--- src/rtl/smt_sel_pkg.sv ---
package smt_sel_pkg;
  localparam int ST_W = 3;

  typedef enum logic [ST_W-1:0] {
    TS_IDLE    = 3'd0,
    TS_RUN     = 3'd1,
    TS_ROB_SQ  = 3'd2,
    TS_TRAP    = 3'd3,
    TS_FTRAP   = 3'd4
  } thr_state_e;

  typedef enum logic [1:0] {
    POL_AGGR   = 2'd0,
    POL_RR     = 2'd1,
    POL_OLD    = 2'd2,
    POL_OLD_B  = 2'd3
  } pol_e;

  function automatic logic st_eligible(logic [ST_W-1:0] s);
    return (s == TS_IDLE) || (s == TS_RUN) || (s == TS_FTRAP);
  endfunction
endpackage

--- src/rtl/smt_qualify.sv ---
module smt_qualify
  import smt_sel_pkg::*;
#(
  parameter int NUM_THR = 4
) (
  input  logic [ST_W*NUM_THR-1:0] status_i,
  input  logic [NUM_THR-1:0]      rob_empty_i,
  input  logic [NUM_THR-1:0]      head_rdy_i,
  output logic [NUM_THR-1:0]      elig_o,
  output logic [NUM_THR-1:0]      qual_o
);
  for (genvar t = 0; t < NUM_THR; t++) begin : g_thr
    assign elig_o[t] = st_eligible(status_i[t*ST_W +: ST_W]);
    assign qual_o[t] = elig_o[t] & ~rob_empty_i[t] & head_rdy_i[t];
  end
endmodule

--- src/rtl/smt_rr_order.sv ---
module smt_rr_order #(
  parameter int NUM_THR = 4,
  parameter int TID_W   = 2
) (
  input  logic               clk_i,
  input  logic               rst_ni,
  input  logic [NUM_THR-1:0] qual_i,
  input  logic               upd_i,
  output logic               valid_o,
  output logic [TID_W-1:0]   tid_o
);
  logic [TID_W-1:0] ord_q [NUM_THR];
  logic [TID_W-1:0] ord_d [NUM_THR];
  logic [TID_W-1:0] hit_pos;
  logic             hit;

  // first qualifying slot in list order
  always_comb begin
    hit     = 1'b0;
    hit_pos = '0;
    for (int p = 0; p < NUM_THR; p++) begin
      if (!hit && qual_i[ord_q[p]]) begin
        hit     = 1'b1;
        hit_pos = TID_W'(p);
      end
    end
  end

  assign valid_o = hit;
  assign tid_o   = hit ? ord_q[hit_pos] : '0;

  // granted entry goes to the tail, later entries shift up
  always_comb begin
    for (int i = 0; i < NUM_THR - 1; i++) begin
      ord_d[i] = (i < int'(hit_pos)) ? ord_q[i] : ord_q[i+1];
    end
    ord_d[NUM_THR-1] = ord_q[hit_pos];
  end

  always_ff @(posedge clk_i or negedge rst_ni) begin
    if (!rst_ni) begin
      for (int i = 0; i < NUM_THR; i++) ord_q[i] <= TID_W'(i);
    end else if (upd_i && hit) begin
      for (int i = 0; i < NUM_THR; i++) ord_q[i] <= ord_d[i];
    end
  end
endmodule

--- src/rtl/smt_oldest_pick.sv ---
module smt_oldest_pick #(
  parameter int NUM_THR = 4,
  parameter int SEQ_W   = 16,
  parameter int TID_W   = 2
) (
  input  logic [NUM_THR-1:0]       qual_i,
  input  logic [SEQ_W*NUM_THR-1:0] seq_i,
  output logic                     valid_o,
  output logic [TID_W-1:0]         tid_o
);
  logic [SEQ_W-1:0] best;

  // strict less keeps the lower index on ties
  always_comb begin
    valid_o = 1'b0;
    tid_o   = '0;
    best    = '0;
    for (int t = 0; t < NUM_THR; t++) begin
      if (qual_i[t] && (!valid_o || seq_i[t*SEQ_W +: SEQ_W] < best)) begin
        valid_o = 1'b1;
        tid_o   = TID_W'(t);
        best    = seq_i[t*SEQ_W +: SEQ_W];
      end
    end
  end
endmodule

--- src/rtl/smt_commit_sel.sv ---
module smt_commit_sel
  import smt_sel_pkg::*;
#(
  parameter int NUM_THR = 4,
  parameter int SEQ_W   = 16,
  localparam int TID_W  = (NUM_THR > 1) ? $clog2(NUM_THR) : 1
) (
  input  logic                     clk_i,
  input  logic                     rst_ni,
  input  logic [1:0]               policy_i,
  input  logic [ST_W*NUM_THR-1:0]  status_i,
  input  logic [NUM_THR-1:0]       rob_empty_i,
  input  logic [NUM_THR-1:0]       head_rdy_i,
  input  logic [SEQ_W*NUM_THR-1:0] head_seq_i,
  input  logic                     take_i,
  output logic                     sel_valid_o,
  output logic [TID_W-1:0]         sel_tid_o
);
  logic [NUM_THR-1:0] elig, qual;

  smt_qualify #(.NUM_THR(NUM_THR)) i_qual (
    .status_i   (status_i),
    .rob_empty_i(rob_empty_i),
    .head_rdy_i (head_rdy_i),
    .elig_o     (elig),
    .qual_o     (qual)
  );

  if (NUM_THR == 1) begin : g_single
    assign sel_valid_o = elig[0];
    assign sel_tid_o   = '0;
  end else begin : g_multi
    logic             rr_v, old_v, is_rr;
    logic [TID_W-1:0] rr_t, old_t;

    assign is_rr = (pol_e'(policy_i) == POL_RR);

    smt_rr_order #(.NUM_THR(NUM_THR), .TID_W(TID_W)) i_rr (
      .clk_i  (clk_i),
      .rst_ni (rst_ni),
      .qual_i (qual),
      .upd_i  (take_i & is_rr),
      .valid_o(rr_v),
      .tid_o  (rr_t)
    );

    smt_oldest_pick #(.NUM_THR(NUM_THR), .SEQ_W(SEQ_W), .TID_W(TID_W)) i_old (
      .qual_i (qual),
      .seq_i  (head_seq_i),
      .valid_o(old_v),
      .tid_o  (old_t)
    );

    assign sel_valid_o = is_rr ? rr_v : old_v;
    assign sel_tid_o   = is_rr ? rr_t : old_t;
  end
endmodule

--- config.mk ---
export PLATFORM = sky130hd
export DESIGN_NAME = smt_commit_sel
export DESIGN_NICKNAME = d
export VERILOG_FILES = /design/src/rtl/smt_sel_pkg.sv /design/src/rtl/smt_qualify.sv /design/src/rtl/smt_rr_order.sv /design/src/rtl/smt_oldest_pick.sv /design/src/rtl/smt_commit_sel.sv
export SDC_FILE = /design/constraint.sdc
export NUM_CORES = 1
export LEC_CHECK = 0
export ABC_AREA = 1
export BUFFER_PORTS_ARGS = -buffer_cell sky130_fd_sc_hd__buf_2
export CORE_MARGIN = 8
export CORE_UTILIZATION = 36
export CTS_CLUSTER_DIAMETER = 120
export DETAILED_ROUTE_END_ITERATION = 10
export PLACE_DENSITY = 0.73
export SLEW_MARGIN = 15
export SYNTH_ARGS = -nofsm -noshare
export SYNTH_HDL_FRONTEND = slang
export SYNTH_SLANG_ARGS = --single-unit
--- constraint.sdc ---
create_clock -name clk_i -period 12.1 [get_ports clk_i]
set_clock_uncertainty 0.15 [all_clocks]
set_input_delay 3.025 -clock clk_i [delete_from_list [all_inputs] [get_ports clk_i]]
set_output_delay 3.025 -clock clk_i [all_outputs]
set_load 0.01 [all_outputs]
==> results.py, run 1 <==
metrics = {
    "global_routing": {
        "track_usage_pct": 15.4,
        "global_route_wire_length_before_repair_microns": 11100,
        "grt_start_max_net_pins": 34,
        "grt_antenna_before_repair": 0,
        "first_global_vias": 2555,
        "overflow": 0,
    },
    "setup_path": {
        "critical-path-slowest-cell": "sky130_fd_sc_hd__o21ai_1",
        "start_to_end_type_of_the_worst_setup_path": "in -> out",
        "worst_r2r_path_depth": 10,
        "critical_path_required_ns": 8.92,
        "worstSetupStartpointType": "input pin",
        "cp.arrival_ns": 8.31,
        "critical_path.reg2reg.startpoint": "g_multi.i_rr.ord_q[1]",
        "worst_r2r_endpoint": "g_multi.i_rr.ord_q[1]",
        "timing.critical_path.fanout_max": 33,
        "crit_path_frequent_cell": "sky130_fd_sc_hd__nand2_1",
        "critPathCaptureType": "primary output",
        "timing.reg2reg.setup_slack_ns": 9.87,
        "slowest_delay_ns": 0.32,
    },
    "layout": {
        "most_frequent_cells_in_the_layout": "sky130_fd_sc_hd__nand2_1 (130), sky130_fd_sc_hd__buf_2 (91), sky130_fd_sc_hd__ha_1 (45)",
        "fillCellCount": 613,
        "largest_register": "g_multi.i_rr.ord_q",
        "top_regs": "g_multi.i_rr.ord_q: 8 flops",
        "layout_commonest_cell": "sky130_fd_sc_hd__nand2_1",
        "seqCellArea_sq_um": 205,
        "fraction_of_final_layout_cells_with_drive_strength_greater_than_1_pct": 27.2,
        "area_growth_from_synthesis_to_final_layout_pct": 27.1,
        "largest_reg_flops": 8,
        "area_used_by_multi_input_combinational_logic_sq_um": 1740,
        "finalNetCount": 570,
        "n_antenna_cell": 0,
        "finalNonFillerCells": 506,
    },
    "clock_tree": {
        "clock_latency_ns": 0.23,
        "cts.reportedPaths.clkPinSlew_ns": 0.04,
        "clock_root_buffer": "sky130_fd_sc_hd__clkbuf_8",
        "cts_buffers": 3,
        "clock_tree.buffer_depth": 2,
        "clock_tree.htree_level_count": 1,
        "cts_tree": "done",
        "clock-sinks": 8,
        "postCtsHoldBufs": 0,
    },
    "timing": {
        "rsz0062_at_grt": "no",
        "relSlewSlack_pct": 65.5,
        "final.period_utilization_pct": 94.9,
        "timing_max_transition_violations_final": 0,
        "setup-tns-final_ns": 0,
        "final_period_minus_worst_setup_slack_ns": 11.48,
        "max_freq_ghz": 0.0871,
        "worstMarginPinSlew_ns": 0.515,
        "report.final.setup_viol": 0,
        "report.final.hold_viol_count": 0,
    },
    "detailed_routing": {
        "via_count": 2557,
        "post_drt_via_cell_ratio": 5.05,
        "ant_nets": 0,
        "drt_first_iter_violations": 117,
        "avg_wl_per_cell_microns": 13.0,
        "routed_wirelength_microns": 6600,
        "post-route-drc-count": 0,
        "firstDrtPassIters": 5,
    },
    "synthesis": {
        "post_synth_inst_count": 348,
        "synthesis.yosys.warnings": 0,
        "synth_fp_nets": 482,
        "synth.cell_area_sq_um": 2080,
        "synth-seq-cells": 8,
        "ys_seq_area_share_pct": 9.86,
        "synth.distinct_cells": 25,
        "syn_area_per_cell_sq_um": 5.98,
    },
    "floorplan": {
        "placeable_area_sq_um": 5540,
        "design.die.area_sq_um": 8470,
        "die_w_microns": 92.0,
        "chipHeight_microns": 92.0,
        "pin_count": 92,
        "starting_utilization_of_the_core_area_pct": 37.6,
        "core.rowCount": 27,
    },
    "hold_path": {
        "worst_hold_path.num_cells": 2,
        "min_to": "g_multi.i_rr.ord_q[4]",
        "hp-class": "reg -> reg",
        "hold_path.startpoint": "g_multi.i_rr.ord_q[4]",
    },
    "run": {
        "cap_viol_max_count": 0,
    },
    "place": {
        "place.port_buffers": 91,
        "gp_congestion": 0.919,
        "hpwlAfterDp_microns": 5780,
        "post-place-cells": 503,
    },
    "pwr": {
        "static-leakage-power_nw": 1.50,
        "power_density_over_cell_area_nw_per_um2": 92.0,
        "power.ir.vdd_worst_mv": 0.0562,
    },
    "outcome": {
        "run_status": "complete, no violations",
    },
}
worst max-delay path, delay by kind of cell:
kind,cells,cell delay (ns)
AO/OA/AOI/OAI,10,1.79
adder cells (fa/ha/maj),3,0.90
buffers and inverters,4,0.54
AND/OR/NAND/NOR,22,2.02
through the flow:
step                cell area, sq um  worst slack [ns]  power [mW]  util (%)  hold slack (ns)
finish                          2650             0.619       0.243      47.7            0.382
global route                    2650            0.0216       0.271      47.7            0.388
CTS                             2640             0.465       0.241      47.6            0.371
detailed placement              2590             0.488       0.205      46.8            0.365
global placement                2590             0.628       0.202      46.8            0.359
floorplan                       2080              1.31       0.159         -            0.318
synthesized netlist by cell type:
cell type	count	area (sq um)
sky130_fd_sc_hd__nand2_2	5	31.3
sky130_fd_sc_hd__dfstp_2	4	105
sky130_fd_sc_hd__nand2_1	130	488
sky130_fd_sc_hd__o21a_1	1	7.51
sky130_fd_sc_hd__nand4_1	5	31.3
sky130_fd_sc_hd__dfrtp_1	4	100
sky130_fd_sc_hd__o211ai_1	3	22.5
sky130_fd_sc_hd__nor2_2	1	6.26
sky130_fd_sc_hd__ha_1	45	563
sky130_fd_sc_hd__o221a_2	2	22.5
sky130_fd_sc_hd__a32oi_1	2	17.5
sky130_fd_sc_hd__a211oi_1	5	37.5
sky130_fd_sc_hd__and3_1	3	18.8
sky130_fd_sc_hd__nor2_1	16	60.1
sky130_fd_sc_hd__inv_1	20	75.1
sky130_fd_sc_hd__o211a_1	1	10.0
sky130_fd_sc_hd__a31oi_1	1	6.26
sky130_fd_sc_hd__buf_2	1	5.00
sky130_fd_sc_hd__o21ai_1	37	185
sky130_fd_sc_hd__inv_2	11	41.3
sky130_fd_sc_hd__o21ai_0	8	40.0
sky130_fd_sc_hd__clkbuf_1	7	26.3
sky130_fd_sc_hd__a21oi_1	21	105
sky130_fd_sc_hd__nor3_1	3	15.0
sky130_fd_sc_hd__nand3_1	12	60.1
where the power goes:
group / leakage, nW / switching, mW / internal, mW / total (mW)
clock network: 0.0216 / 0.0108 / 0.0216 / 0.0324
registers: 0.0945 / 0.0121 / 0.0419 / 0.0540
logic: 1.38 / 0.0969 / 0.0602 / 0.157
total: 1.50 / 0.120 / 0.124 / 0.243
area by class of cell:
class	instances	area share (%)
clock buffer	3	1.56
inverter	31	4.40
multi-input combinational	301	65.7
sequential	8	7.76
tap	72	3.41
timing repair buffer	91	17.2
layer usage:
metal	track usage [%]	up-vias	wire length, microns	share of wire, %
li1	-	1360	-	-
met1	18.9	1095	3010	46
met2	27.2	90	3130	47
met3	3.18	12	361	5.5
met4	2.82	0	95	1.4
met5	0	-	0	0
logic make-up after synthesis:
logic type	share of synthesized area (%)
simple gates	34.2
compound gates	21.8
fa+ha+maj	27.1
buf+inv	7.10
flops	9.86
how the worst max path moves through the flow:
stage | startpoint | to | slack (ns) | cells past startpoint
floorplan | rob_empty_i[0] | sel_tid_o[1] | 1.31 | 39
global placement | rob_empty_i[0] | sel_tid_o[1] | 0.63 | 39
detailed placement | rob_empty_i[0] | sel_tid_o[1] | 0.49 | 39
CTS | rob_empty_i[0] | sel_tid_o[0] | 0.47 | 39
global route | rob_empty_i[0] | sel_tid_o[0] | 0.02 | 39
finish | rob_empty_i[0] | sel_tid_o[0] | 0.62 | 39
what timing repair did:
item	4_1_cts	5_1_grt
endpoints found under the setup margin	0	2
resized for setup	0	2
buffers inserted	0	0
(Power assumes the default switching activity.)
==> run 2: changes to the inputs <==
--- a/config.mk
+++ b/config.mk
@@ -12,7 +12,7 @@
 export CTS_CLUSTER_DIAMETER = 120
 export DETAILED_ROUTE_END_ITERATION = 10
 export PLACE_DENSITY = 0.73
-export SLEW_MARGIN = 15
+export SLEW_MARGIN = 0
 export SYNTH_ARGS = -nofsm -noshare
 export SYNTH_HDL_FRONTEND = slang
 export SYNTH_SLANG_ARGS = --single-unit
==> constraint.sdc (replaced) <==
create_clock -name clk_i -period 13.42 [get_ports clk_i]
set_clock_uncertainty 0.15 [all_clocks]
set_input_delay 3.355 -clock clk_i [delete_from_list [all_inputs] [get_ports clk_i]]
set_output_delay 3.355 -clock clk_i [all_outputs]
set_load 0.01 [all_outputs]
==> run 2 against run 1 <==
Net effect:
- final cell count unchanged
- worst hold slack worse by 0.0038 ns
- combinational power is 12% lower
==> results.py, run 2 (synthesis results as in run 1) <==
metrics = {
    "layout": {
        "layout_commonest_cell": "sky130_fd_sc_hd__nand2_1",
        "most_frequent_cells_in_the_layout": "sky130_fd_sc_hd__nand2_1 (130), sky130_fd_sc_hd__buf_2 (91), sky130_fd_sc_hd__ha_1 (45)",
        "top_regs": "g_multi.i_rr.ord_q: 8 flops",
        "largest_register": "g_multi.i_rr.ord_q",
        "area_growth_from_synthesis_to_final_layout_pct": 26.7,
        "finalNetCount": 570,
        "final_area_sq_um": 2640,
        "n_antenna_cell": 0,
        "largest_reg_flops": 8,
        "fraction_of_final_layout_cells_with_drive_strength_greater_than_1_pct": 27.0,
    },
    "setup_path": {
        "timing.critical_path.fanout_max": 33,
        "start_to_end_type_of_the_worst_setup_path": "in -> out",
        "crit_path_frequent_cell": "sky130_fd_sc_hd__nand2_1",
        "critPathCaptureType": "primary output",
        "worstSetupStartpointType": "input pin",
        "critical-path-slowest-cell": "sky130_fd_sc_hd__o21ai_1",
        "critical_path.reg2reg.startpoint": "g_multi.i_rr.ord_q[4]",
        "worst_r2r_endpoint": "g_multi.i_rr.ord_q[0]",
        "cp.arrival_ns": 8.79,
        "slowest_delay_ns": 0.33,
        "timing.reg2reg.setup_slack_ns": 11.29,
        "worst_r2r_path_depth": 10,
        "critical_path_required_ns": 9.91,
    },
    "floorplan": {
        "chipHeight_microns": 92.0,
        "die_w_microns": 92.0,
        "core.rowCount": 27,
        "placeable_area_sq_um": 5540,
        "design.die.area_sq_um": 8470,
        "starting_utilization_of_the_core_area_pct": 37.6,
        "pin_count": 92,
    },
    "timing": {
        "timing_max_transition_violations_final": 0,
        "final_period_minus_worst_setup_slack_ns": 12.30,
        "setup-tns-final_ns": 0,
        "final.period_utilization_pct": 91.6,
        "relSlewSlack_pct": 64.1,
        "report.final.hold_viol_count": 0,
        "worstMarginPinSlew_ns": 0.537,
        "rsz0062_at_grt": "no",
        "max_freq_ghz": 0.0813,
        "report.final.setup_viol": 0,
    },
    "hold_path": {
        "min_to": "g_multi.i_rr.ord_q[3]",
        "hold_path.startpoint": "g_multi.i_rr.ord_q[3]",
        "hp-class": "reg -> reg",
        "worst_hold_path.num_cells": 2,
    },
    "clock_tree": {
        "postCtsHoldBufs": 0,
        "cts_buffers": 3,
        "cts_repair_resize_count": 0,
        "clock_tree.buffer_depth": 2,
        "clock_latency_ns": 0.23,
        "clock_root_buffer": "sky130_fd_sc_hd__clkbuf_8",
        "cts_tree": "done",
        "cts.reportedPaths.clkPinSlew_ns": 0.04,
        "clock-sinks": 8,
        "clock_tree.htree_level_count": 1,
        "postCtsSetupRepairBufs": 0,
    },
    "pwr": {
        "p_total_mw": 0.216,
        "power_density_over_cell_area_nw_per_um2": 82.0,
        "power.ir.vdd_worst_mv": 0.0535,
        "static-leakage-power_nw": 1.49,
    },
    "detailed_routing": {
        "avg_wl_per_cell_microns": 13.0,
        "routed_wirelength_microns": 6590,
        "post_drt_via_cell_ratio": 5.06,
        "post-route-drc-count": 0,
        "firstDrtPassIters": 4,
        "ant_nets": 0,
        "drt_first_iter_violations": 87,
        "via_count": 2561,
    },
    "place": {
        "place_area_sq_um": 2590,
        "place.port_buffers": 91,
        "hpwlAfterDp_microns": 5820,
        "gp_congestion": 0.919,
    },
    "global_routing": {
        "grt_start_max_net_pins": 34,
        "global_route_wire_length_before_repair_microns": 11400,
        "overflow": 0,
        "first_global_vias": 2605,
        "track_usage_pct": 15.7,
        "grt_antenna_before_repair": 0,
    },
    "outcome": {
        "run_status": "complete, no violations",
    },
    "run": {
        "cap_viol_max_count": 0,
    },
}
## run 2: cell counts in the layout (fill, tap and decap cells not counted)
No cell type changed its count.
## run 2: worst max-delay path: cells and delay by family
kind	cells	cell delay, ns
buffers and inverters	4	0.56
AND/OR/NAND/NOR	22	2.17
adder cells (fa/ha/maj)	3	0.91
AO/OA/AOI/OAI	10	1.81
## run 2: worst max-delay path by stage
stage,start,cells after the start,to,slack [ns]
2_1_floorplan,rob_empty_i[0],39,sel_tid_o[1],1.97
3_3_place_gp,rob_empty_i[0],39,sel_tid_o[1],1.29
3_5_place_dp,rob_empty_i[0],39,sel_tid_o[1],1.15
4_1_cts,rob_empty_i[0],39,sel_tid_o[1],1.14
5_1_grt,rob_empty_i[0],40,sel_tid_o[1],0.39
6_report,rob_empty_i[0],39,sel_tid_o[1],1.12
## run 2: final cells by class
| cell class | instances | area (sq um) |
|---|---|---|
| repair buffers | 91 | 455 |
| multi-input cells | 301 | 1730 |
| well taps | 72 | 90.1 |
| fillers | 598 | 2900 |
| clock buffers | 3 | 41.3 |
| flip-flops and latches | 8 | 205 |
| inverters | 31 | 116 |
## run 2: through the flow
step	cells	utilization (%)	setup WS (ns)	hold slack, ns
6_report	506	47.6	1.12	0.379
5_1_grt	506	47.6	0.394	0.388
4_1_cts	506	47.6	1.14	0.371
3_5_place_dp	503	46.8	1.15	0.365
3_3_place_gp	503	46.8	1.29	0.359
2_1_floorplan	348	-	1.97	0.318
## run 2: per-layer routing
metal  vias up  global-route usage, %  routed length (microns)
met4         0                   2.82                       62
met2        76                   27.4                     3100
met3         7                   2.61                      348
met1      1117                   19.7                     3080
met5         -                      0                        0
li1       1361                      -                        -
## run 2: power breakdown
part / switching (mW) / total, mW / internal (mW)
Sequential: 0.0110 / 0.0487 / 0.0377
Clock: 0.00977 / 0.0292 / 0.0195
Combinational: 0.0841 / 0.138 / 0.0543
==> run 3: changes to the inputs <==
--- a/config.mk
+++ b/config.mk
@@ -7,11 +7,13 @@
 export LEC_CHECK = 0
 export ABC_AREA = 1
 export BUFFER_PORTS_ARGS = -buffer_cell sky130_fd_sc_hd__buf_2
+export CELL_PAD_IN_SITES_DETAIL_PLACEMENT = 1
+export CELL_PAD_IN_SITES_GLOBAL_PLACEMENT = 1
 export CORE_MARGIN = 8
-export CORE_UTILIZATION = 36
+export CORE_UTILIZATION = 34
 export CTS_CLUSTER_DIAMETER = 120
 export DETAILED_ROUTE_END_ITERATION = 10
-export PLACE_DENSITY = 0.73
+export PLACE_DENSITY = 0.95
 export SLEW_MARGIN = 0
 export SYNTH_ARGS = -nofsm -noshare
 export SYNTH_HDL_FRONTEND = slang
==> run 3 against run 2 <==
Net effect:
- via count grew 5.3%
- clock power shrank 4%
- register-to-register slack lost 0.15 ns
- final cell count grew 0.59%
- routed wire length grew 17%
- critical endpoint unchanged
==> results.py, run 3 (synthesis results as in run 1) <==
metrics = {
    "clock_tree": {
        "clock_tree.buffer_depth": 2,
        "clock-sinks": 8,
        "clock_tree.htree_level_count": 1,
        "clock_latency_ns": 0.22,
        "cts_tree": "done",
        "postCtsSetupRepairBufs": 0,
        "postCtsHoldBufs": 0,
        "cts.reportedPaths.clkPinSlew_ns": 0.04,
        "cts_buffers": 3,
        "cts_repair_resize_count": 0,
        "clock_root_buffer": "sky130_fd_sc_hd__clkbuf_8",
    },
    "layout": {
        "final_core_util_pct": 44.6,
        "largest_register": "g_multi.i_rr.ord_q",
        "largest_reg_flops": 8,
        "layout_commonest_cell": "sky130_fd_sc_hd__nand2_1",
        "most_frequent_cells_in_the_layout": "sky130_fd_sc_hd__nand2_1 (130), sky130_fd_sc_hd__buf_2 (91), sky130_fd_sc_hd__ha_1 (45)",
        "fraction_of_final_layout_cells_with_drive_strength_greater_than_1_pct": 27.0,
        "finalNetCount": 570,
        "top_regs": "g_multi.i_rr.ord_q: 8 flops",
        "area_growth_from_synthesis_to_final_layout_pct": 26.9,
        "n_antenna_cell": 0,
    },
    "pwr": {
        "power_density_over_cell_area_nw_per_um2": 84.3,
        "power.ir.vdd_worst_mv": 0.0604,
        "static-leakage-power_nw": 1.49,
    },
    "hold_path": {
        "hp-class": "reg -> reg",
        "worst_hold_path.num_cells": 2,
        "min_to": "g_multi.i_rr.ord_q[4]",
        "hold_path.startpoint": "g_multi.i_rr.ord_q[4]",
    },
    "global_routing": {
        "overflow": 0,
        "grt_util_met3_pct": 2.40,
        "gr-max-usage-layer": "met2",
        "global_route.usage.met1_pct": 20.7,
        "track_usage_pct": 17.5,
        "gr_layer_usage_met2_pct": 33.2,
        "grt_antenna_before_repair": 0,
        "global_route_wire_length_before_repair_microns": 13000,
        "first_global_vias": 2911,
        "grt_start_max_net_pins": 34,
    },
    "place": {
        "hpwlAfterDp_microns": 7040,
        "gp_congestion": 0.901,
        "place.port_buffers": 91,
    },
    "detailed_routing": {
        "drt_first_iter_violations": 84,
        "via_count": 2696,
        "avg_wl_per_cell_microns": 15.1,
        "post-route-drc-count": 0,
        "post_drt_via_cell_ratio": 5.30,
        "ant_nets": 0,
        "firstDrtPassIters": 5,
        "routed_wirelength_microns": 7680,
    },
    "setup_path": {
        "timing.critical_path.fanout_max": 33,
        "slowest_delay_ns": 0.34,
        "worst_r2r_endpoint": "g_multi.i_rr.ord_q[1]",
        "worst_r2r_path_depth": 12,
        "cp.buffers_inverters": 4,
        "critical-path-slowest-cell": "sky130_fd_sc_hd__o21ai_1",
        "critPathTopFamily": "simple AND/OR/NAND/NOR gates",
        "critPathCaptureType": "primary output",
        "timing.reg2reg.setup_slack_ns": 11.14,
        "critical_path.reg2reg.startpoint": "g_multi.i_rr.ord_q[4]",
        "start_to_end_type_of_the_worst_setup_path": "in -> out",
        "crit_path_frequent_cell": "sky130_fd_sc_hd__nand2_1",
        "cp.arrival_ns": 8.94,
        "worstSetupStartpointType": "input pin",
        "critical_path_required_ns": 9.91,
    },
    "floorplan": {
        "pin_count": 92,
        "die_w_microns": 94.2,
        "core.rowCount": 28,
        "starting_utilization_of_the_core_area_pct": 35.1,
        "chipHeight_microns": 94.2,
        "placeable_area_sq_um": 5920,
        "design.die.area_sq_um": 8880,
    },
    "timing": {
        "max_freq_ghz": 0.0803,
        "timing_max_transition_violations_final": 0,
        "setup-tns-final_ns": 0,
        "report.final.setup_viol": 0,
        "rsz0062_at_grt": "no",
        "final.period_utilization_pct": 92.8,
        "report.final.hold_viol_count": 0,
        "final_period_minus_worst_setup_slack_ns": 12.45,
        "worstMarginPinSlew_ns": 0.541,
        "relSlewSlack_pct": 63.8,
    },
    "outcome": {
        "run_status": "complete, no violations",
    },
    "run": {
        "cap_viol_max_count": 0,
    },
}
## run 3: final cells by class
cell class / count / area, sq um
clock buffer: 3 / 41.3
fill: 860 / 3280
inverter: 31 / 116
multi-input combinational: 301 / 1730
sequential: 8 / 205
tap: 75 / 93.8
timing repair buffer: 91 / 455
## run 3: tightest hold or removal path, stage by stage (launching register included)
cell and delay [ns]:
sky130_fd_sc_hd__dfstp_2 0.38, sky130_fd_sc_hd__nand2_1 0.06, sky130_fd_sc_hd__o21ai_0 0.07
## run 3: routing by layer
layer | share of wire [%] | vias up | wire [microns]
met3 | 4.9 | 4 | 380
met5 | 0 | - | 0
li1 | - | 1362 | -
met1 | 42 | 1266 | 3220
met2 | 52 | 64 | 4030
met4 | 0.64 | 0 | 49
## run 3: metrics by stage
stage | hold slack, ns | instances | power, mW | worst slack (ns) | instance area [sq um]
final | 0.373 | 509 | 0.223 | 0.972 | 2640
after global routing | 0.424 | 509 | 0.249 | 0.316 | 2640
after global placement | 0.355 | 506 | 0.185 | 1.25 | 2600
after detailed placement | 0.368 | 506 | 0.194 | 0.988 | 2600
after CTS | 0.376 | 509 | 0.223 | 0.971 | 2640
after floorplan | 0.318 | 348 | 0.144 | 1.97 | 2080
## run 3: power by group
group          leakage, nW  switching, mW  total, mW  internal (mW)
clock network       0.0216        0.00871     0.0281         0.0194
logic                 1.38         0.0911      0.146         0.0547
registers           0.0945         0.0109     0.0486         0.0378
total                 1.49          0.111      0.223          0.112
## run 3: how the worst max path moves through the flow
| stage | from | endpoint | slack, ns | depth (start not counted) |
|---|---|---|---|---|
| 2_1_floorplan | rob_empty_i[0] | sel_tid_o[1] | 1.97 | 39 |
| 3_3_place_gp | rob_empty_i[0] | sel_tid_o[1] | 1.25 | 39 |
| 3_5_place_dp | rob_empty_i[0] | sel_tid_o[1] | 0.99 | 39 |
| 4_1_cts | rob_empty_i[0] | sel_tid_o[1] | 0.97 | 39 |
| 5_1_grt | rob_empty_i[0] | sel_tid_o[1] | 0.32 | 38 |
| 6_report | rob_empty_i[0] | sel_tid_o[1] | 0.97 | 39 |
